$ cat config.mk
export PLATFORM = sky130hd
export DESIGN_NAME = boot_src_status
export DESIGN_NICKNAME = d
export VERILOG_FILES = /design/src/rtl/boot_sel_pkg.sv /design/src/rtl/bsel_sync.sv /design/src/rtl/bsel_strap_latch.sv /design/src/rtl/bsel_apb_ro.sv /design/src/rtl/boot_src_status.sv
export SDC_FILE = /design/constraint.sdc
export NUM_CORES = 1
export LEC_CHECK = 0
export BUFFER_PORTS_ARGS = -buffer_cell sky130_fd_sc_hd__buf_2
export CORE_MARGIN = 1.5
export CORE_UTILIZATION = 37
export CTS_CLUSTER_SIZE = 8
export DETAILED_ROUTE_END_ITERATION = 10
export HOLD_SLACK_MARGIN = 0.1
export PLACE_DENSITY = 0.83
export SYNTH_ARGS = -nofsm -noshare
export SYNTH_HDL_FRONTEND = slang
export SYNTH_SLANG_ARGS = --single-unit
$ cat constraint.sdc
create_clock -name clk -period 1.1 [get_ports clk]
set_clock_uncertainty 0.15 [all_clocks]
set_input_delay 0.055 -clock clk [delete_from_list [all_inputs] [get_ports clk]]
set_output_delay 0.055 -clock clk [all_outputs]
set_load 0.02 [all_outputs]
$ cat src/rtl/boot_sel_pkg.sv
package boot_sel_pkg;
  localparam int SEL_W   = 3;
  localparam int WORD_W  = 32;
  localparam int MUX_LSB = 12;
  localparam int PIN_LSB = 8;
  localparam int FAB_LSB = 4;
  localparam int EN_BIT  = 0;

  localparam logic [WORD_W-1:0] FIELD_MASK =
      (WORD_W'(7) << MUX_LSB) | (WORD_W'(7) << PIN_LSB) |
      (WORD_W'(7) << FAB_LSB) | (WORD_W'(1) << EN_BIT);

  // selection between fabric choice and latched straps
  function automatic logic [SEL_W-1:0] pick_src(input logic use_fab,
                                                input logic [SEL_W-1:0] fab,
                                                input logic [SEL_W-1:0] pins);
    return use_fab ? fab : pins;
  endfunction

  // place the four fields into the status word
  function automatic logic [WORD_W-1:0] pack_status(input logic [SEL_W-1:0] chosen,
                                                    input logic [SEL_W-1:0] pins,
                                                    input logic [SEL_W-1:0] fab,
                                                    input logic use_fab);
    logic [WORD_W-1:0] w;
    w = '0;
    w[MUX_LSB +: SEL_W] = chosen;
    w[PIN_LSB +: SEL_W] = pins;
    w[FAB_LSB +: SEL_W] = fab;
    w[EN_BIT]           = use_fab;
    return w;
  endfunction
endpackage

$ cat src/rtl/bsel_sync.sv
module bsel_sync #(
  parameter int W      = 5,
  parameter int STAGES = 2
) (
  input  logic         clk,
  input  logic         rst_n,
  input  logic [W-1:0] d,
  output logic [W-1:0] q
);
  logic [W-1:0] stg [STAGES];

  generate
    for (genvar i = 0; i < STAGES; i++) begin : g_stage
      if (i == 0) begin : g_first
        always_ff @(posedge clk or negedge rst_n) begin
          if (!rst_n) stg[0] <= '0;
          else        stg[0] <= d;
        end
      end else begin : g_rest
        always_ff @(posedge clk or negedge rst_n) begin
          if (!rst_n) stg[i] <= '0;
          else        stg[i] <= stg[i-1];
        end
      end
    end
  endgenerate

  assign q = stg[STAGES-1];
endmodule

$ cat src/rtl/bsel_strap_latch.sv
module bsel_strap_latch #(
  parameter int W = 3
) (
  input  logic         clk,
  input  logic         cold_rst_n,
  input  logic [W-1:0] strap_i,
  output logic [W-1:0] pins_q,
  output logic         armed_o
);
  logic armed_q;

  always_ff @(posedge clk or negedge cold_rst_n) begin
    if (!cold_rst_n) begin
      armed_q <= 1'b0;
      pins_q  <= '0;
    end else if (!armed_q) begin
      armed_q <= 1'b1;
      pins_q  <= strap_i;
    end
  end

  assign armed_o = armed_q;


  strap_capture_chk: assert property (@(posedge clk) disable iff (!cold_rst_n)
    $rose(armed_q) |-> pins_q == $past(strap_i));


  strap_hold_chk: assert property (@(posedge clk) disable iff (!cold_rst_n)
    armed_q |=> $stable(pins_q));
endmodule

$ cat src/rtl/bsel_apb_ro.sv
module bsel_apb_ro #(
  parameter int                ADDR_W  = 12,
  parameter logic [ADDR_W-1:0] REG_OFS = 'hC
) (
  input  logic              psel,
  input  logic              penable,
  input  logic              pwrite,
  input  logic [ADDR_W-1:0] paddr,
  input  logic [31:0]       status_i,
  output logic [31:0]       prdata,
  output logic              pready,
  output logic              pslverr
);
  logic access;
  logic hit;

  assign access  = psel & penable;
  assign hit     = (paddr == REG_OFS);
  assign pready  = 1'b1;
  assign pslverr = access & pwrite;
  assign prdata  = (access && !pwrite && hit) ? status_i : '0;
endmodule

$ cat src/rtl/boot_src_status.sv
module boot_src_status
  import boot_sel_pkg::*;
#(
  parameter int                ADDR_W      = 12,
  parameter logic [ADDR_W-1:0] REG_OFS     = 'hC,
  parameter int                SYNC_STAGES = 2
) (
  input  logic              clk,
  input  logic              cold_rst_n,
  input  logic              warm_rst_n,
  input  logic [2:0]        strap_sel,
  input  logic [2:0]        fab_sel,
  input  logic              fab_sel_en,
  input  logic              fab_cfg_done,
  input  logic              psel,
  input  logic              penable,
  input  logic              pwrite,
  input  logic [ADDR_W-1:0] paddr,
  output logic [31:0]       prdata,
  output logic              pready,
  output logic              pslverr
);
  localparam int FAB_W = SEL_W + 2;

  logic [SEL_W-1:0]  pins_q;
  logic              armed;
  logic [FAB_W-1:0]  fab_raw, fab_s;
  logic [SEL_W-1:0]  fsel_s;
  logic              fen_s, cfg_s;
  logic              eff_en;
  logic [SEL_W-1:0]  chosen;
  logic [WORD_W-1:0] status_word;

  // named events for the assertions
  logic rd_hit, wr_acc, rd_acc;

  bsel_strap_latch #(.W(SEL_W)) u_latch (
    .clk        (clk),
    .cold_rst_n (cold_rst_n),
    .strap_i    (strap_sel),
    .pins_q     (pins_q),
    .armed_o    (armed)
  );

  assign fab_raw = {fab_cfg_done, fab_sel_en, fab_sel};

  bsel_sync #(.W(FAB_W), .STAGES(SYNC_STAGES)) u_sync (
    .clk   (clk),
    .rst_n (cold_rst_n),
    .d     (fab_raw),
    .q     (fab_s)
  );

  assign fsel_s      = fab_s[SEL_W-1:0];
  assign fen_s       = fab_s[SEL_W];
  assign cfg_s       = fab_s[SEL_W+1];
  assign eff_en      = fen_s & cfg_s;
  assign chosen      = pick_src(eff_en, fsel_s, pins_q);
  assign status_word = pack_status(chosen, pins_q, fsel_s, eff_en);

  bsel_apb_ro #(.ADDR_W(ADDR_W), .REG_OFS(REG_OFS)) u_apb (
    .psel     (psel),
    .penable  (penable),
    .pwrite   (pwrite),
    .paddr    (paddr),
    .status_i (status_word),
    .prdata   (prdata),
    .pready   (pready),
    .pslverr  (pslverr)
  );

  assign rd_acc = psel & penable & ~pwrite;
  assign wr_acc = psel & penable & pwrite;
  assign rd_hit = rd_acc & (paddr == REG_OFS);


  warm_keep_chk: assert property (@(posedge clk) disable iff (!cold_rst_n)
    (!warm_rst_n && armed) |=> $stable(pins_q));


  cfg_gate_chk: assert property (@(posedge clk) disable iff (!cold_rst_n)
    (rd_hit && !cfg_s) |-> (prdata[EN_BIT] == 1'b0 &&
                            prdata[MUX_LSB +: SEL_W] == pins_q));


  fab_pick_chk: assert property (@(posedge clk) disable iff (!cold_rst_n)
    (rd_hit && prdata[EN_BIT]) |-> prdata[MUX_LSB +: SEL_W] == prdata[FAB_LSB +: SEL_W]);


  rsvd_zero_chk: assert property (@(posedge clk) disable iff (!cold_rst_n)
    rd_acc |-> (prdata & ~FIELD_MASK) == '0);


  write_err_chk: assert property (@(posedge clk) disable iff (!cold_rst_n)
    wr_acc |-> (pslverr && prdata == '0));


  read_ok_chk: assert property (@(posedge clk) disable iff (!cold_rst_n)
    rd_acc |-> (!pslverr && pready));
endmodule

After elaboration in Yosys (flattened, before gate mapping)
Index checks and enable logic that the tools add are counted.
- output and inout port bits: 34
- input bits: 26
- register bits after elaboration: 14
- reduce and logical (&&, ||, !) cells: 3
- equality and inequality tests: 1
- bitwise gates (word level): 3
- mux-type cells: 2
- operator list (kind ; count):
    15-bit 2-to-1 mux ; 1
    12-bit by 4-bit equality test with 1-bit output, second input constant ; 1
    1-bit bitwise AND ; 3
    3-bit 2-to-1 mux ; 1
    1-bit logical AND ; 2
    1-bit logical NOT ; 1

Longest topological paths before layout
- depth in word-level cells: 4
- gate-level depth with buffers: 3
- mapped depth without buffers: 3

Modules after synthesis
From an unflattened synthesis, not the netlist that was laid out.
- cells, all modules: 120
- area, all modules: 1325.0 µm²
- modules (own cells, without submodules) (module ; seq. area each (µm²) ; cells an instance ; instances ; area an instance (µm²)):
    bsel_apb_ro ; 0.0 ; 91 ; 1 ; 840.8
    bsel_sync ; 250.2 ; 15 ; 1 ; 287.8
    bsel_strap_latch ; 100.1 ; 8 ; 1 ; 137.6
    boot_src_status ; 0.0 ; 6 ; 1 ; 58.8

Worst setup path after synthesis
Ideal clock, no wire load.
- path type: reg-to-output
- start point: reg u_sync.stg (netlist bit u_sync.q[3])
- end point: out prdata[12]
- cell stages (with the launch flop): 4
- setup slack: -24 ps
- arrival time: 919 ps
- path through: dfrtp_1 > nand2_1 > nand2_1 > a21oi_1
- word-level cells in the longest chain between the ends: 3
- RTL lines (what ; RTL line ; source):
    start: declaration ; bsel_sync.sv:10 ; logic [W-1:0] stg [STAGES];
    start signal: indexed assignment ; bsel_sync.sv:22 ; else stg[i] <= stg[i-1];
    1-bit bitwise AND ; boot_src_status.sv:57 ; assign eff_en = fen_s & cfg_s;
    3-bit 2-to-1 mux ; boot_sel_pkg.sv:17 ; return use_fab ? fab : pins;
    15-bit 2-to-1 mux ; bsel_apb_ro.sv:21 ; assign prdata = (access && !pwrite && hit) ? status_i : '0;
    end: declaration ; boot_src_status.sv:19 ; output logic [31:0] prdata,
No other way between the ends.

Final worst setup path
- start point: reg u_sync.stg (netlist bit u_sync.q[4])
- end point: out prdata[14]
The elaborated chain is that of the path after synthesis.

==> impl_results.md <==
* RSZ-0062 raised after global routing: yes
* Drt wl/cell at ~9.9 µm
* Io pins at 60
* Final period util at 123%
* Hold Path Class: in2async
* Sw Share at a little over a quarter
* Vias in the first global route at 525
* Final HPWL from detailed placement at 1100 µm
* Crit Path Max Fanout at 3
* Via density at 4.16
* Clock group share of total power at 24.8%
* Top cells by instance count after synthesis: buf_4 (23), dfrtp_1 (14), and2_1 (6), nand2_1 (4)
* Max-slew violation count at 0
* Setup_tns at -1350 ps
* Iteration-0 DRC Markers at 3
* Area of the core at 1780 µm²
* Fin area at 1120 µm²
* Post-synthesis sequential area ratio at between 40 and 50%
* Global-route wire length before repair at 1950 µm
* Overflow after GRT at 0
* Gpl congestion at ~0.74
* Row count at 15
* Total track usage at between 10% and 20%
* Filler cells at approximately 130
* Cell Pwr Density at 923 nW/µm²
* CTS clock-pin slew for the worst setup and hold paths at 70 ps
* Crit path time final at between 1000 and 1500 ps
* VDD IR-drop max at 0.823 mV
* FMAX at 739 MHz
* Chip Height at 47.3 µm
* Via count at between 500 and 600
* Status: finished with violations
* CTS buffer count at 3
* #FFs+latches synth at 14
* Pre-CTS WS at -152 ps
* Endpoint type of the worst setup path: primary output
* I/O Buffers at 35
* Dominant synthesized flop cell: dfrtp_1
* Cells after Synth at 66
* Ys async rst share at 100%
* Max cap viols at 0
* Initial core utilization at between 40% and 50%
* Drt drc at 0
* CTS tree: done
* CTS max path bufs at 2
* Worst EP required at 890 ps
* Sw Pwr at 0.273 mW
* Failing checks: negative setup slack
* Clk sinks at 14
* Clock root buffer master: clkbuf_4
* Die ar. at between 2000 and 2500 µm²
* Fin. Hold Viols at 0
* Final ANT Viol Nets at 0
* Diode count at 0
* Die X at 47.3 µm
* Yosys warning count at 0
* Finished Core Util at 62.7%
* Area delta synth->final at 54.1%
* Clk Latency, worst-skew pair at 260 ps
* Final net count at ~140
* Combinational fraction of design power at 20.2%
* Area after DPL at 868 µm²
* CTS Hold Bufs at 9
* Largest net degree at the start of global routing at 15
* Pleak at 0.560 nW
* Number of synthesized flops with an enable pin at 0
* Total length of routed wires at roughly 1400 µm
* 1st-pass router iterations at 2
* Critical setup path kind: reg2out
* Area contributors post-synth: dfrtp_1 (48%), buf_4 (24%), and2_1 (5.2%)
* Synthesized cell area at 726 µm²
* H-tree levels at 1
* Syn Area/Cell at 11.0 µm²
* Layout cells sized above 1 at 55.2%
* WP data arrival at roughly 1200 ps
* Top-count cell post-synth: buf_4
* Final setup viols at 10
* Initial antenna violation count at 0
* Top-area cell type share of the netlist area at about half
* Setup WS post-layout at -253 ps
* Crit start category: register
* Cell-internal power at around 0.76 mW
* Largest area contributor in the synthesized netlist: dfrtp_1
* Reg power frac at a little under three fifths
* Library cells used by synthesis at 15
-- state kept, by name, summed over array words and instances (netlist names) --
name	flops
u_sync.q	5
u_sync.stg	5
u_latch.pins_q	3
u_latch.armed_o	1
-- cell usage in the layout, fill, tap and decap left out --
cell / instances
nor3_2: 1
mux2_2: 3
buf_2: 23
and2_4: 6
nand3_4: 1
dlygate4sd3_1: 9
nand4_1: 1
a21oi_2: 3
nand2_2: 1
clkbuf_4: 3
dfrtp_1: 14
nand2_1: 3
nor4_4: 1
nor2_2: 1
buf_6: 12
and4_4: 1
and4bb_2: 2
nand3_2: 2
and3_1: 1
buf_4: 4
conb_1: 24
-- path summary, 6_finish.rpt --
check	from	to	slack (ps)	depth (start not counted)
worst max-delay path	u_sync.q[4]	prdata[14]	-250	4
worst min-delay path	cold_rst_n	u_sync.stg[9]	70	2
worst max register to register	u_latch.armed_o	u_latch.pins_q[2]	110	1
worst min register to register	u_sync.stg[7]	u_sync.q[2]	200	0
max in group asynchronous	cold_rst_n	u_sync.stg[8]	490	2
min in group clk	u_sync.stg[7]	u_sync.q[2]	200	0
-- power groups by stage --
stage / registers, mW / clock network (mW) / logic (mW)
finish: 0.568 / 0.256 / 0.209
global route: 0.572 / 0.294 / 0.230
CTS: 0.567 / 0.275 / 0.206
detailed placement: 0.574 / 0 / 0.169
global placement: 0.571 / 0 / 0.165
floorplan: 0.569 / 0 / 0.162
-- logic make-up (layout without fill, tap and decap cells) --
logic type / count (synthesis) / in the layout / share of synthesized area (%)
other cells: 2 / 24 / 1.03
buf+inv: 23 / 51 / 23.8
mux: 3 / 3 / 4.65
flops: 14 / 14 / 48.3
simple gates: 21 / 21 / 20.2
compound gates: 3 / 3 / 2.07
-- metal layers --
| metal | track usage, % | share of wire, % |
|---|---|---|
| met1 | 11.9 | 37 |
| met2 | 26.8 | 55 |
| met3 | 1.15 | 8.8 |
| met4 | 5.00 | 0 |
| met5 | 0 | 0 |
-- timing repair --
action,in CTS,in global routing
endpoints found under the hold margin,22,14
pin swaps,14,3
setup buffers,1,0
resized for setup,30,7
setup endpoints to repair,10,10
cloned,0,0
-- critical path: stages (launching register included) --
cell and delay (ps):
dfrtp_1 360, buf_4 150, nand3_2 80, a21oi_2 160, buf_6 130
-- area by class of cell --
type | count | area (µm²) | area share, %
clock buffer | 3 | 22.5 | 2.01
timing repair buffer | 48 | 370 | 33.1
multi-input combinational | 51 | 344 | 30.8
tap | 25 | 31.3 | 2.80
sequential | 14 | 350 | 31.3
-- metrics by stage --
| step | power, mW | hold WS [ps] | std cells |
|---|---|---|---|
| 2_1_floorplan | 0.731 | -391 | 88 |
| 3_3_place_gp | 0.736 | -205 | 128 |
| 3_5_place_dp | 0.743 | -191 | 128 |
| 4_1_cts | 1.05 | 52.5 | 141 |
| 5_1_grt | 1.10 | 78.2 | 141 |
| 6_report | 1.03 | 73.7 | 141 |
Note: power is estimated with default switching activity, not from simulation.
